**config.mk**
```make
export PLATFORM = sky130hd
export DESIGN_NAME = sla_adder
export DESIGN_NICKNAME = d
export VERILOG_FILES = /design/src/rtl/sla_pkg.sv /design/src/rtl/sla_prefix.sv /design/src/rtl/sla_cond_group.sv /design/src/rtl/sla_ling_tree.sv /design/src/rtl/sla_adder.sv
export SDC_FILE = /design/constraint.sdc
export NUM_CORES = 1
export LEC_CHECK = 0
export BUFFER_PORTS_ARGS = -buffer_cell sky130_fd_sc_hd__buf_2
export CORE_ASPECT_RATIO = 0.9
export CORE_UTILIZATION = 41
export DETAILED_ROUTE_END_ITERATION = 12
export PLACE_DENSITY = 0.68
export SLEW_MARGIN = 20
export SYNTH_ARGS = -nofsm -noshare
export SYNTH_HDL_FRONTEND = slang
export SYNTH_HIERARCHICAL = 1
export SYNTH_SLANG_ARGS = --single-unit
```
**constraint.sdc**
```tcl
create_clock -name vclk -period 2.8
set_input_delay 0.42 -clock vclk [all_inputs]
set_output_delay 0.42 -clock vclk [all_outputs]
set_load 0.02 [all_outputs]
```
**src/rtl/sla_pkg.sv**
```systemverilog
package sla_pkg;
    localparam int TREE_KS = 0;
    localparam int TREE_LF = 1;

    typedef struct packed {
        logic g;
        logic p;
    } gp_t;

    function automatic gp_t gp_join(gp_t hi, gp_t lo);
        gp_t r;
        r.g = hi.g | (hi.p & lo.g);
        r.p = hi.p & lo.p;
        return r;
    endfunction
endpackage

```
**src/rtl/sla_prefix.sv**
```systemverilog
module sla_prefix
    import sla_pkg::*;
#(
    parameter int W    = 4,
    parameter int TREE = TREE_KS
) (
    input  logic [W-1:0] g_i,
    input  logic [W-1:0] p_i,
    output logic [W-1:0] g_o,
    output logic [W-1:0] p_o
);
    localparam int LV = (W > 1) ? $clog2(W) : 0;

    gp_t nd_q [0:LV][W];

    if (TREE == TREE_KS) begin : g_ks
        always_comb begin
            for (int i = 0; i < W; i++) nd_q[0][i] = '{g: g_i[i], p: p_i[i]};
            for (int l = 0; l < LV; l++) begin
                for (int i = 0; i < W; i++) begin
                    if (i >= (1 << l)) nd_q[l+1][i] = gp_join(nd_q[l][i], nd_q[l][i-(1<<l)]);
                    else               nd_q[l+1][i] = nd_q[l][i];
                end
            end
        end
    end else begin : g_lf
        always_comb begin
            for (int i = 0; i < W; i++) nd_q[0][i] = '{g: g_i[i], p: p_i[i]};
            for (int l = 0; l < LV; l++) begin
                for (int i = 0; i < W; i++) begin
                    if (((i >> l) & 1) == 1)
                        nd_q[l+1][i] = gp_join(nd_q[l][i],
                                               nd_q[l][((i >> (l+1)) << (l+1)) + (1 << l) - 1]);
                    else
                        nd_q[l+1][i] = nd_q[l][i];
                end
            end
        end
    end

    always_comb begin
        for (int i = 0; i < W; i++) begin
            g_o[i] = nd_q[LV][i].g;
            p_o[i] = nd_q[LV][i].p;
        end
    end
endmodule

```
**src/rtl/sla_cond_group.sv**
```systemverilog
module sla_cond_group
    import sla_pkg::*;
#(
    parameter int M    = 4,
    parameter int TREE = TREE_KS
) (
    input  logic [M-1:0] g_i,
    input  logic [M-1:0] t_i,
    input  logic [M-1:0] x_i,
    output logic [M-1:0] s0_o,
    output logic [M-1:0] s1_o
);
    logic [M-1:0] lg_d;
    logic [M-1:0] lp_d;
    logic [M-1:0] c0_d;
    logic [M-1:0] c1_d;

    sla_prefix #(.W(M), .TREE(TREE)) u_pfx (
        .g_i (g_i),
        .p_i (t_i),
        .g_o (lg_d),
        .p_o (lp_d)
    );

    // carries into each bit of the group, assuming 0 or 1 enters the group
    always_comb begin
        c0_d[0] = 1'b0;
        c1_d[0] = 1'b1;
        for (int i = 1; i < M; i++) begin
            c0_d[i] = lg_d[i-1];
            c1_d[i] = lg_d[i-1] | lp_d[i-1];
        end
        s0_o = x_i ^ c0_d;
        s1_o = x_i ^ c1_d;
    end
endmodule

```
**src/rtl/sla_ling_tree.sv**
```systemverilog
module sla_ling_tree
    import sla_pkg::*;
#(
    parameter int N    = 64,
    parameter int M    = 4,
    parameter int TREE = TREE_KS
) (
    input  logic [N-1:0]   g_i,
    input  logic [N-1:0]   t_i,
    output logic [N/M-1:0] h_o
);
    localparam int NB = N / M;
    localparam int LM = (M > 1) ? $clog2(M) : 0;

    gp_t rd_q [0:LM][N];
    logic [NB-1:0] bg_d;
    logic [NB-1:0] bp_d;

    // phase 1: reduce each block of M Ling pairs (g_i, t_{i-1}) to its top bit
    always_comb begin
        for (int i = 0; i < N; i++) begin
            rd_q[0][i].g = g_i[i];
            rd_q[0][i].p = (i == 0) ? 1'b0 : t_i[(i == 0) ? 0 : i-1];
        end
        for (int l = 0; l < LM; l++) begin
            for (int i = 0; i < N; i++) begin
                if (((i + 1) % (1 << (l+1))) == 0)
                    rd_q[l+1][i] = gp_join(rd_q[l][i], rd_q[l][i-(1<<l)]);
                else
                    rd_q[l+1][i] = rd_q[l][i];
            end
        end
        for (int j = 0; j < NB; j++) begin
            bg_d[j] = rd_q[LM][j*M + M - 1].g;
            bp_d[j] = rd_q[LM][j*M + M - 1].p;
        end
    end

    // phase 2: prefix over block tops
    logic [NB-1:0] hp_d;
    sla_prefix #(.W(NB), .TREE(TREE)) u_blk (
        .g_i (bg_d),
        .p_i (bp_d),
        .g_o (h_o),
        .p_o (hp_d)
    );
endmodule

```
**src/rtl/sla_adder.sv**
```systemverilog
module sla_adder
    import sla_pkg::*;
#(
    parameter int WIDTH  = 64,
    parameter int SPARSE = 4,
    parameter int TREE   = TREE_KS
) (
    input  logic [WIDTH-1:0] a_i,
    input  logic [WIDTH-1:0] b_i,
    input  logic             cin_i,
    output logic [WIDTH-1:0] sum_o,
    output logic             cout_o
);
    localparam int NGRP = WIDTH / SPARSE;

    if (!(SPARSE == 1 || SPARSE == 2 || SPARSE == 4 || SPARSE == 8) ||
        (SPARSE > WIDTH / 4) || (WIDTH < 4) || ((WIDTH & (WIDTH - 1)) != 0) ||
        !(TREE == TREE_KS || TREE == TREE_LF)) begin : g_bad_param
        $error("sla_adder: unsupported WIDTH/SPARSE/TREE combination");
    end

    logic [WIDTH-1:0] gen_d;
    logic [WIDTH-1:0] gin_d;
    logic [WIDTH-1:0] tor_d;
    logic [WIDTH-1:0] hxr_d;
    logic [WIDTH-1:0] s0_d;
    logic [WIDTH-1:0] s1_d;
    logic [NGRP-1:0]  h_d;
    logic [NGRP-1:0]  cg_d;

    always_comb begin
        gen_d    = a_i & b_i;
        tor_d    = a_i | b_i;
        hxr_d    = a_i ^ b_i;
        gin_d    = gen_d;
        gin_d[0] = gen_d[0] | (tor_d[0] & cin_i);
    end

    sla_ling_tree #(.N(WIDTH), .M(SPARSE), .TREE(TREE)) u_tree (
        .g_i (gin_d),
        .t_i (tor_d),
        .h_o (h_d)
    );

    // recover real carries at group starts: c = t(prev bit) & h(prev bit)
    always_comb begin
        cg_d[0] = cin_i;
        for (int j = 1; j < NGRP; j++)
            cg_d[j] = tor_d[j*SPARSE - 1] & h_d[j-1];
        cout_o = tor_d[WIDTH-1] & h_d[NGRP-1];
    end

    for (genvar j = 0; j < NGRP; j++) begin : g_grp
        sla_cond_group #(.M(SPARSE), .TREE(TREE)) u_grp (
            .g_i  (gen_d[j*SPARSE +: SPARSE]),
            .t_i  (tor_d[j*SPARSE +: SPARSE]),
            .x_i  (hxr_d[j*SPARSE +: SPARSE]),
            .s0_o (s0_d[j*SPARSE +: SPARSE]),
            .s1_o (s1_d[j*SPARSE +: SPARSE])
        );
        assign sum_o[j*SPARSE +: SPARSE] = cg_d[j] ? s1_d[j*SPARSE +: SPARSE]
                                                    : s0_d[j*SPARSE +: SPARSE];
    end
endmodule

```
==> key figures, run 1 <==
Power
  • Max rail drop VDD: 163 uV
  • Pwr Total: 2.28 mW
  • Leakage: 5.06 nW
  • PwrDens: 276 nW/um^2

STA
  • Final hold vios: 0
  • Setup violations, final: 53
  • Slew HR: 74.6%
  • Slew @ Worst Pin: 380 ps
  • Final WS setup: -393 ps
  • Fin. max-slew vios: 0
  • FMAX: 0.313 GHz
  • RSZ-0062 raised after global routing: yes
  • Min Hold Slack: 1300 ps
  • Crit path time final: 3190 ps
  • Final worst-path cycle share: 114%

Worst setup path
  • CP startpoint kind: input pin
  • CP max stage cell: a221o_2
  • Critical Path RT: 2380 ps
  • Cell Chain, Critical Path: buf_12, inv_12, ha_4, inv_2, a21o_1, a21oi_2, o21ai_2, a21o_2, a221o_2, buf_6, a21o_1, a21o_1, nand2b_4, mux2_4, buf_6
  • Crit-path max FO: 4
  • Critical path's most frequent cell: a21o_1
  • WP depth: 15
  • Worst Setup End Kind: primary output
  • Worst path max stage delay: 410 ps
  • CP top delay family: compound AO/OA/AOI/OAI gates
  • Arrival time worst endpoint: 2770 ps
  • Critical setup path kind: in -> out
  • WP buf/inv: 5

Finish
  • Area of the multi-input gates: 5220 sq um
  • # fillers: 1356
  • FF/Latch Area: 0 sq um
  • FF+latch count: 0
  • Core Util, Final: 55.6%
  • Number of clock buffers in the layout: 0
  • Fraction of layout cells with a size suffix above 1: 40.7%
  • Final #Nets: 1328
  • P&R area growth vs syn: 31.4%

Floorplan
  • # IOs: 194
  • Starting Density: 42.3%
  • Die span in y: 119 microns
  • Full die area: 15800 sq um
  • Die width: 132 microns
  • Core ar.: 14800 sq um
  • Row cnt: 42

Global route
  • Pin count of the biggest net entering global routing: 6
  • Antenna violations before repair: 2
  • Gr ovfl total: 0
  • Vias in the first global route: 5430
  • First-pass GRT wire length: 22900 microns
  • Global Route Usage Sum: 16.8%

Place
  • RePlAce Congestion: 0.852
  • Post-DP HPWL: 12000 microns
  • # port buffers: 194

Run status
  • Outcome: complete, but fails checks
  • Failing checks: negative setup slack

Routing
  • Initial DRC count: 122
  • Wire per inst: 10.5 microns
  • DRT Pass-1 Iters: 4
  • DRC violations left: 0
  • ANT nets after route: 0
  • Via/cell ratio: 4.43
  • WL final: 13300 microns
  • Vias: 5613

Clock tree
  • Hold-fix buffers at CTS: 0

Run
  • Max-cap violations: 0

Worst hold path
  • Hold Path Sink: cout_o
  • Hold_sp: b_i[63]
  • Hold Path Stages: 5
  • Hold crit path type: in -> out

Logic synthesis
  • Post-Synthesis Cells: 832
  • Cell Area, Synth: 6270 sq um
  • Synth warn: 6
  • Synthesized area per cell: 7.54 sq um
  • Mapped Nets: 1089
## where the power goes
part           leakage, nW    total (mW)  internal (mW)  switching (mW)
logic                 5.06          2.28           1.19            1.08
registers                0             0              0               0
clock network   0.00000634  0.0000000478   0.0000000478               0
total                 5.06          2.28           1.19            1.08
## cells in the final DEF, fill, tap and decap left out, types with 2 or more instances in the layout
cell type and n:
a21o_1 41, a21o_2 2, a21oi_1 37, a21oi_2 3
and2_1 16, and3_1 17, buf_2 152, buf_4 87
buf_6 46, ha_1 126, ha_4 2, inv_1 212
mux2_2 4, mux2_4 60, nand2_1 40, nand2b_4 15
nor2_1 19, nor2_2 50, o21ai_0 7, o21ai_1 15
o21ai_2 2, o31ai_4 2, xnor2_1 48, xor2_1 48
## stage by stage
stage          instance area (sq um)  worst slack [ps]  TNS [ps]  instances
5_1_grt                         8240              -472    -19280       1267
6_report                        8240              -393    -14700       1268
4_1_cts                         8130              -410    -15280       1265
3_5_place_dp                    7850              -578    -21290       1265
2_1_floorplan                   6330             -74.6      -434        832
3_3_place_gp                    7850              -568    -20790       1265
## layout make-up
| type | count | share of cell area [%] |
|---|---|---|
| Multi-Input combinational cell | 568 | 63.3 |
| Timing Repair Buffer | 286 | 23.7 |
| Inverter | 215 | 10.0 |
| Tap cell | 198 | 3.01 |
| Antenna cell | 1 | 0.0304 |
## how the worst max path moves through the flow
stage,start,to
floorplan,b_i[0],sum_o[60]
global placement,b_i[0],sum_o[47]
detailed placement,b_i[0],sum_o[47]
CTS,b_i[0],sum_o[31]
global route,b_i[0],sum_o[29]
finish,b_i[0],sum_o[29]
## routing by layer
metal	vias to the layer above	wire length [microns]	global-route usage [%]
met4	2	119	1.58
met3	12	872	3.32
li1	3015	-	-
met5	-	13	0
met2	126	6390	31.0
met1	2458	5900	20.6
## what timing repair did
item,in CTS,in global routing
setup buffers,1,2
resized for setup,79,28
endpoints found under the setup margin,53,53
pin swaps,3,5
Power figures use the tool's default switching activity.
==> run 2: changes to the inputs <==
--- a/config.mk
+++ b/config.mk
@@ -5,11 +5,10 @@
 export SDC_FILE = /design/constraint.sdc
 export NUM_CORES = 1
 export LEC_CHECK = 0
-export BUFFER_PORTS_ARGS = -buffer_cell sky130_fd_sc_hd__buf_2
 export CORE_ASPECT_RATIO = 0.9
 export CORE_UTILIZATION = 41
 export DETAILED_ROUTE_END_ITERATION = 12
-export PLACE_DENSITY = 0.68
+export DONT_BUFFER_PORTS = 1
 export SLEW_MARGIN = 20
 export SYNTH_ARGS = -nofsm -noshare
 export SYNTH_HDL_FRONTEND = slang
==> run 2 against run 1 <==
The run still ends with negative setup slack left. Count of clock-buffer cells in the layout stayed put. Combinational power is 22% lower. Setup slack gained 180 ps. Critical path depth decreased by 4. First-iteration DRC count is 43% lower. Global-route usage fell by 1.4 points. Flip-flop and latch count stayed put. Sequential share of layout area is the same. Final cell count down 17%. Total power decreased by 22%. Via count fell by 14%. Wire length down 6.1%.
==> key figures, run 2 (same netlist as run 1, synthesis figures left out) <==
Worst hold path
  • Hold Path Stages: 1 (-4)
  • Hold crit path type: in -> out

Worst setup path
  • CP startpoint kind: input pin
  • Critical Path RT: 2380 ps (about the same)
  • Crit path launch: a_i[0]
  • Setup crit end: sum_o[31]
  • Critical setup path kind: in -> out
  • Crit-path max FO: 4 (unchanged)
  • Worst Setup End Kind: primary output
  • Arrival time worst endpoint: 2600 ps (-170 ps)

Floorplan
  • Row cnt: 42 (unchanged)
  • Die span in y: 119 microns (unchanged)
  • Die width: 132 microns (unchanged)
  • # IOs: 194 (unchanged)
  • Core ar.: 14800 sq um (unchanged)
  • Full die area: 15800 sq um (unchanged)
  • Starting Density: 42.3% (unchanged)

STA
  • Slew HR: 72.4% (-2.2 points)
  • Final WS setup: -215 ps (+177 ps)
  • Crit path time final: 3020 ps (-177 ps)
  • Slew @ Worst Pin: 412 ps (+31.1 ps)
  • Final worst-path cycle share: 108% (-6.3 points)
  • Setup violations, final: 44 (-17%)
  • RSZ-0062 raised after global routing: yes
  • Fin. max-slew vios: 0 (unchanged)
  • FMAX: 0.332 GHz (+5.9%)
  • Final hold vios: 0 (unchanged)
  • Min Hold Slack: 1040 ps (-266 ps)

Global route
  • Antenna violations before repair: 0 (-2)
  • Global Route Usage Sum: 15.4% (-1.4 points)
  • Met2 Use GR: 28.3% (-2.7 points)
  • Met3 usage in global routing: 5.36% (+2.0 points)
  • First-pass GRT wire length: 20600 microns (-9.8%)
  • Met1 Resource Use GR: 18.1% (-2.5 points)
  • Gr ovfl total: 0 (unchanged)
  • Vias in the first global route: 4626 (-15%)
  • Grt peak-use layer: met2
  • Pin count of the biggest net entering global routing: 7 (+1)

Power
  • Leakage: 4.12 nW (-19%)
  • PwrDens: 259 nW/um^2 (-6.2%)
  • Comb pwr share: 100.0% (about the same)
  • Max rail drop VDD: 123 uV (-24%)
  • NetSw: 0.938 mW (-13%)
  • Sw Ratio: 52.8% (+5.3 points)
  • Clock share of power: 0% (unchanged)
  • Seq pwr share: 0% (unchanged)
  • Internal power: 0.837 mW (-30%)

Finish
  • Commonest non-fill, non-tap cell in the layout: inv_1
  • P&R area growth vs syn: 9.23%
  • # fillers: 1557 (+15%)
  • # diodes: 0 (-1)
  • Commonest cells after routing, fill and taps aside: inv_1 (212), ha_1 (126), buf_4 (71)
  • Fraction of layout cells with a size suffix above 1: 26.0% (-15 points)
  • Number of clock buffers in the layout: 0 (unchanged)
  • Core Util, Final: 46.2% (-9.4 points)
  • FF/Latch Area: 0 sq um (unchanged)
  • Final #Nets: 1116 (-16%)
  • FF+latch count: 0 (unchanged)

Routing
  • Initial DRC count: 69 (-43%)
  • Vias: 4802 (-14%)
  • Wire per inst: 11.8 microns (+13%)
  • Via/cell ratio: 4.55 (+2.8%)
  • DRC violations left: 0 (unchanged)
  • WL final: 12500 microns (-6.1%)
  • ANT nets after route: 0 (unchanged)
  • DRT Pass-1 Iters: 4 (unchanged)

Place
  • RePlAce Congestion: 0.793 (-6.9%)
  • # port buffers: 0 (-100%)
  • Post-DP HPWL: 11600 microns (-3.0%)

Clock tree
  • Hold-fix buffers at CTS: 0 (unchanged)

Run status
  • Failing checks: negative setup slack
  • Outcome: complete, but fails checks

Run
  • Max-cap violations: 0 (unchanged)
## run 2: cell type report
class	instances	area, sq um	share of cell area [%]
Tap cell	198	248	3.62
Timing Repair Buffer	74	576	8.40
Multi-Input combinational cell	568	5190	75.7
Inverter	215	841	12.3
## run 2: worst min path at each step
| stage | from | end |
|---|---|---|
| after floorplan | cin_i | sum_o[0] |
| after global placement | cin_i | sum_o[0] |
| after detailed placement | cin_i | sum_o[0] |
| after CTS | cin_i | sum_o[0] |
| after global routing | cin_i | sum_o[0] |
| final | cin_i | sum_o[0] |
## run 2: power by group through the flow
stage / sequential [mW] / combinational, mW / clock (mW)
3_5_place_dp: 0 / 1.76 / 0
4_1_cts: 0 / 1.78 / 0
5_1_grt: 0 / 1.93 / 0
6_report: 0 / 1.77 / 0
3_3_place_gp: 0 / 1.75 / 0
2_1_floorplan: 0 / 1.52 / 0
## run 2: metrics by stage
| step | cell area, sq um | instances | power (mW) | TNS [ps] | setup WS, ps |
|---|---|---|---|---|---|
| floorplan | 6330 | 832 | 1.52 | -434 | -74.6 |
| global placement | 6760 | 1053 | 1.75 | -8830 | -301 |
| detailed placement | 6760 | 1053 | 1.76 | -8450 | -285 |
| CTS | 6790 | 1054 | 1.78 | -6130 | -225 |
| global route | 6850 | 1055 | 1.93 | -10230 | -321 |
| finish | 6850 | 1055 | 1.77 | -5910 | -215 |
## run 2: what timing repair did
item	CTS	global route
gates resized for setup	5	13
setup buffers	1	1
pin swaps	1	2
endpoints found under the setup margin	40	45
## run 2: per-layer routing
metal	routed length [microns]	part of all wire, %
met4	0	0
met2	5870	47
met5	0	0
met3	1260	10
met1	5350	43
## run 2: critical path: stages
cell,delay [ps]
ha_2,160
a21o_1,160
a21oi_2,150
o21ai_2,90
a21o_2,210
a221o_2,430
buf_12,160
a21o_1,150
a21o_1,190
nand2b_4,120
mux2_4,350
